[config.mk]
export PLATFORM = sky130hd
export DESIGN_NAME = shword_unit
export DESIGN_NICKNAME = d
export VERILOG_FILES = /design/src/rtl/shword_pkg.sv /design/src/rtl/shword_count.sv /design/src/rtl/shword_barrel.sv /design/src/rtl/shword_flags.sv /design/src/rtl/shword_unit.sv
export SDC_FILE = /design/constraint.sdc
export NUM_CORES = 1
export LEC_CHECK = 0
export ABC_AREA = 1
export ABC_CLOCK_PERIOD_IN_PS = 900
export BUFFER_PORTS_ARGS = -buffer_cell sky130_fd_sc_hd__buf_2
export CAP_MARGIN = 20
export CORE_UTILIZATION = 31
export DETAILED_ROUTE_END_ITERATION = 6
export PLACE_DENSITY = 0.6
export SLEW_MARGIN = 20
export SYNTH_ARGS = -nofsm -noshare
export SYNTH_HDL_FRONTEND = slang
export SYNTH_SLANG_ARGS = --single-unit
[constraint.sdc]
create_clock -name clk -period 0.9 [get_ports clk]
set_input_delay 0 -clock clk [delete_from_list [all_inputs] [get_ports clk]]
set_output_delay 0 -clock clk [all_outputs]
set_load 0.005 [all_outputs]
[src/rtl/shword_pkg.sv]
package shword_pkg;
  typedef enum logic [1:0] {
    SH_ARITH_R = 2'b00,
    SH_LOGIC_R = 2'b01,
    SH_ARITH_L = 2'b10,
    SH_CIRC_R  = 2'b11
  } sh_op_e;

  typedef struct packed {
    logic lgt;
    logic agt;
    logic eq;
    logic c;
    logic ov;
  } sh_flags_t;
endpackage

[src/rtl/shword_count.sv]
module shword_count #(
  parameter int CW = 4,
  localparam int AW = CW + 1
) (
  input  logic [CW-1:0] field_i,
  input  logic [CW-1:0] r0_i,
  output logic [AW-1:0] amount_o
);
  function automatic logic [AW-1:0] resolve(input logic [CW-1:0] f, input logic [CW-1:0] r);
    if (f != '0)      return {1'b0, f};
    else if (r != '0) return {1'b0, r};
    else              return AW'(1) << CW;
  endfunction

  assign amount_o = resolve(field_i, r0_i);
endmodule

[src/rtl/shword_barrel.sv]
module shword_barrel
  import shword_pkg::*;
#(
  parameter int W = 16,
  localparam int AW = $clog2(W) + 1
) (
  input  sh_op_e         op_i,
  input  logic [W-1:0]   data_i,
  input  logic [AW-1:0]  amount_i,
  output logic [W-1:0]   data_o
);
  function automatic logic [W-1:0] stage_shift(input sh_op_e op, input logic [W-1:0] v,
                                               input logic sign, input int amt);
    logic [W-1:0] o;
    for (int i = 0; i < W; i++) begin
      case (op)
        SH_ARITH_L: o[i] = (i >= amt) ? v[(i - amt) % W] : 1'b0;
        SH_LOGIC_R: o[i] = (i + amt < W) ? v[(i + amt) % W] : 1'b0;
        SH_ARITH_R: o[i] = (i + amt < W) ? v[(i + amt) % W] : sign;
        default:    o[i] = v[(i + amt) % W];
      endcase
    end
    return o;
  endfunction

  logic [W-1:0] stg [AW+1];
  assign stg[0] = data_i;

  genvar k;
  generate
    for (k = 0; k < AW; k++) begin : g_stage
      assign stg[k+1] = amount_i[k] ? stage_shift(op_i, stg[k], data_i[W-1], 1 << k) : stg[k];
    end
  endgenerate

  assign data_o = stg[AW];
endmodule

[src/rtl/shword_flags.sv]
module shword_flags
  import shword_pkg::*;
#(
  parameter int W = 16,
  localparam int AW = $clog2(W) + 1
) (
  input  sh_op_e        op_i,
  input  logic [W-1:0]  operand_i,
  input  logic [AW-1:0] amount_i,
  input  logic [W-1:0]  result_i,
  input  logic          ov_prev_i,
  output logic          carry_o,
  output logic          ovf_o,
  output sh_flags_t     flags_o
);
  function automatic logic last_out(input sh_op_e op, input logic [W-1:0] v, input int n);
    int idx;
    logic b;
    idx = (op == SH_ARITH_L) ? (W - n) : (n - 1);
    b = 1'b0;
    for (int i = 0; i < W; i++) if (i == idx) b = v[i];
    return b;
  endfunction

  function automatic logic msb_moved(input logic [W-1:0] v, input int n);
    logic m;
    logic bk;
    m = 1'b0;
    for (int k = 1; k <= W; k++) begin
      bk = (k < W) ? v[(W - 1 - k) % W] : 1'b0;
      if (k <= n && bk != v[W-1]) m = 1'b1;
    end
    return m;
  endfunction

  assign carry_o = last_out(op_i, operand_i, int'(amount_i));
  assign ovf_o   = (op_i == SH_ARITH_L) ? msb_moved(operand_i, int'(amount_i)) : ov_prev_i;

  always_comb begin
    flags_o.lgt = (result_i != '0);
    flags_o.agt = !result_i[W-1] && (result_i != '0);
    flags_o.eq  = (result_i == '0);
    flags_o.c   = carry_o;
    flags_o.ov  = ovf_o;
  end
endmodule

[src/rtl/shword_unit.sv]
module shword_unit
  import shword_pkg::*;
#(
  parameter int W  = 16,
  parameter int CW = 4
) (
  input  logic          clk,
  input  logic          rst_n,
  input  logic          valid_i,
  input  logic [1:0]    op_i,
  input  logic [CW-1:0] cnt_field_i,
  input  logic [CW-1:0] r0_low_i,
  input  logic [W-1:0]  operand_i,
  output logic [W-1:0]  result_o,
  output logic          flag_lgt_o,
  output logic          flag_agt_o,
  output logic          flag_eq_o,
  output logic          flag_c_o,
  output logic          flag_ov_o,
  output logic          done_o
);
  localparam int AW = CW + 1;

  sh_op_e        op_e;
  logic [AW-1:0] eff_cnt;
  logic [W-1:0]  comb_result;
  logic          comb_carry;
  logic          comb_ovf;
  sh_flags_t     comb_flags;
  sh_flags_t     flags_q;
  logic [W-1:0]  result_q;
  logic          done_q;

  assign op_e = sh_op_e'(op_i);

  shword_count #(.CW(CW)) u_count (
    .field_i (cnt_field_i),
    .r0_i    (r0_low_i),
    .amount_o(eff_cnt)
  );

  shword_barrel #(.W(W)) u_barrel (
    .op_i    (op_e),
    .data_i  (operand_i),
    .amount_i(eff_cnt),
    .data_o  (comb_result)
  );

  shword_flags #(.W(W)) u_flags (
    .op_i     (op_e),
    .operand_i(operand_i),
    .amount_i (eff_cnt),
    .result_i (comb_result),
    .ov_prev_i(flags_q.ov),
    .carry_o  (comb_carry),
    .ovf_o    (comb_ovf),
    .flags_o  (comb_flags)
  );

  always_ff @(posedge clk or negedge rst_n) begin
    if (!rst_n) begin
      result_q <= '0;
      flags_q  <= '0;
      done_q   <= 1'b0;
    end else begin
      done_q <= valid_i;
      if (valid_i) begin
        result_q <= comb_result;
        flags_q  <= comb_flags;
      end
    end
  end

  assign result_o   = result_q;
  assign flag_lgt_o = flags_q.lgt;
  assign flag_agt_o = flags_q.agt;
  assign flag_eq_o  = flags_q.eq;
  assign flag_c_o   = flags_q.c;
  assign flag_ov_o  = flags_q.ov;
  assign done_o     = done_q;
endmodule

==> impl_metrics.tcl <==
set metrics [dict create \
    firstDrtPassIters 7 \
    holdPathStages 2 \
    postPlaceCellArea_um2 4660 \
    viasPerCell 5.21 \
    final-setup-viol-count 21 \
    p_sw_frac 0.417 \
    violations "negative setup slack" \
    via_count 4774 \
    avgSynthCellArea_um2 5.46 \
    insertedDiodeCount 0 \
    cts_tree "built" \
    p_sw_mw 2.25 \
    min_period_ns 1.73 \
    p_seq_frac 0.220 \
    postSynthNetCount 650 \
    grt_pass1_vias 4685 \
    power_frac_comb 0.609 \
    worstSkewPairLatency_ns 0.27 \
    groute.usage.overall 0.250 \
    design_area_um2 5460 \
    rr_endpoint "result_o[7]" \
    cap_violations 0 \
    synth_seq_cells 22 \
    worstSetupStartpointType "input pin" \
    r2r_slack_ns 0.15 \
    worst_pin_slew_ns 0.483 \
    cp_data_arrival_time_ns 1.89 \
    maxSlewHeadroom 0.678 \
    hold_path.class "in -> reg" \
    status "finished, violations left" \
    initial_core_util 0.323 \
    drc 0 \
    holdCritStartpoint "valid_i" \
    antenna_found_initial 0 \
    ys_types 36 \
    die_x_um 106 \
    fmax_mhz 577 \
    whs_ns 0.0954 \
    internal_power_mw 3.14 \
    cp_common_cell "nand2_1" \
    drtIter0Drc 212 \
    peakVddDrop_mv 0.718 \
    hold_path_end "done_o" \
    ys_warn_count 0 \
    synth_seq_area_share 0.163 \
    crit_slowest_cell "o21bai_1" \
    drt-total-wl_um 13900 \
    cts_sinks 22 \
    crit_type "in -> reg" \
    rr_startpoint "result_o[7]" \
    layout.nets 815 \
    cts_buffers 3 \
    rsz0062_at_grt "true" \
    dpl.hpwl_um 10600 \
    p_per_area_nw_per_um2 988 \
    place_congestion 0.942 \
    crit_chain "buf_8, nor2_4, nand2_2, nand2_4, nand2_8, nor2_4, buf_12, buf_12, nand2_2, nand3_1, nand2_1, nand3_2, nand2_1, nand3_2, nand2_1, nor2_1, nand2_1, o21bai_1, nand2_1" \
    finalHoldViolations 0 \
    clkSlewWorstSetupHoldPaths_ns 0.08 \
    io_pins 51 \
    clock_skew_ns 0 \
    slew_viol_final 0 \
    areaGrowthSynthToFinish_pct 62.0 \
    power_mw 5.39 \
    wl_per_cell_um 15.2 \
    setup_slack_ns -0.833 \
    coreArea_um2 10400 \
    critPathRequiredTime_ns 1.06 \
    fp.dieH_um 106 \
    grt_pass1_wl_um 22500 \
    grt_overflow 0 \
    cp_max_fo 7 \
    preCtsSetupSlack_ns -1.21 \
    rows 37 \
    cts_buffer_depth 2 \
    htreeDepth 1 \
    fin_crit_sh 1.93 \
    netlist_area_um2 3370 \
    critPathMaxStageDelay_ns 0.15 \
    cp-end-kind "register" \
    syn_inst 617 \
    die_area_um2 11300 \
    drive_gt1_frac 0.447 \
    cts_root_buf "clkbuf_8" \
    portBuffers 50 \
    r2r_cells 2 \
    ant_nets 0 \
    pwr-share-clk 0.171 \
    power_leakage_nw 2.84 \
    grt_max_degree 27 \
]
sequential cells by signal, summed over array words and instances, names as in the netlist:
register    flops
flag_ov_o       1
result_o       16
flag_lgt_o      1
flag_agt_o      1
flag_c_o        1
flag_eq_o       1
done_o          1
worst max-delay path: cells and delay by family:
kind / cells / cell delay, ns
buffers and inverters: 3 / 0.36
AND/OR/NAND/NOR: 15 / 1.37
AO/OA/AOI/OAI: 1 / 0.15
final cells by class:
cell class	instances	area, µm²
clock buffers	3	41.3
clock inverters	1	30.0
fillers	1074	4960
inverters	52	208
multi-input cells	519	3050
flip-flops and latches	22	551
well taps	136	170
repair buffers	184	1410
synthesized netlist by cell type, drive strengths merged:
cell type / count / area share
nand2: 256 / 0.30
nand3: 100 / 0.15
nor2: 55 / 0.072
inv: 51 / 0.057
o21ai: 34 / 0.054
a21oi: 23 / 0.034
dfrtp: 22 / 0.16
buf: 19 / 0.042
nand4: 18 / 0.033
clkbuf: 8 / 0.0089
xor2: 7 / 0.020
nor3: 5 / 0.011
ha: 4 / 0.015
xnor2: 3 / 0.0078
and2: 2 / 0.0037
o211ai: 2 / 0.0045
o21bai: 2 / 0.0045
clkinv: 1 / 0.0011
nand3b: 1 / 0.0022
o2111ai: 1 / 0.0026
o21a: 1 / 0.0022
o22a: 1 / 0.0026
o22ai: 1 / 0.0019
cells in the final DEF, fill, tap and decap left out, types with 5 or more instances in the layout:
cell type	instances
a21oi_1	10
o21ai_0	12
nor2_2	9
inv_2	12
buf_4	113
nand3_1	65
nor2_4	9
nor2_1	37
a21oi_2	12
nand2_1	199
nand2_4	10
nand3_2	32
xor2_1	6
buf_2	46
buf_12	5
dfrtp_1	22
inv_1	36
buf_6	15
nand4_1	18
nand2_2	47
o21ai_1	9
o21ai_2	11
repair_timing:
item / 4_1_cts / 5_1_grt
hold endpoints to repair: 22 / 0
setup buffers: 13 / 6
setup endpoints to repair: 21 / 21
gates cloned: 2 / 2
resized for setup: 86 / 57
hold buffers: 1 / 0
pin swaps: 52 / 34
power groups by stage:
stage,Clock (mW),Combinational (mW),Sequential (mW)
4_1_cts,0.932,3.04,1.19
5_1_grt,0.993,3.60,1.20
3_3_place_gp,0,2.70,1.20
2_1_floorplan,0,1.56,1.22
3_5_place_dp,0,2.72,1.21
6_report,0.924,3.28,1.19
routing by layer:
layer | GRT usage | part of all wire | vias to the layer above
met4 | 0.0784 | 0.036 | 0
met5 | 0 | 0 | -
met2 | 0.432 | 0.48 | 187
li1 | - | - | 2333
met1 | 0.325 | 0.43 | 2216
met3 | 0.0239 | 0.060 | 38
worst max path at each step:
stage,start,endpoint,slack (ns),cells after the start
after global placement,cnt_field_i[2],flag_c_o,-1.19,21
after global routing,cnt_field_i[2],flag_lgt_o,-0.96,19
after floorplan,cnt_field_i[2],flag_c_o,-0.75,20
final,cnt_field_i[2],flag_lgt_o,-0.83,19
after CTS,cnt_field_i[1],flag_c_o,-0.82,20
after detailed placement,cnt_field_i[2],flag_c_o,-1.21,21
stage by stage:
stage	std cells	utilization	TNS [ns]
CTS	909	0.498	-13.47
floorplan	617	-	-10.09
detailed placement	890	0.448	-20.39
global placement	890	0.448	-19.76
global route	917	0.524	-16.20
finish	917	0.524	-14.02
cells by family after synthesis:
| group | count (synthesis) | share of synthesized area |
|---|---|---|
| buffers and inverters | 79 | 0.109 |
| XOR/XNOR | 10 | 0.0282 |
| AO/OA/AOI/OAI | 65 | 0.106 |
| AND/OR/NAND/NOR | 437 | 0.579 |
| adder cells (fa/ha/maj) | 4 | 0.0149 |
| flip-flops | 22 | 0.163 |
Power figures use the tool's default switching activity.
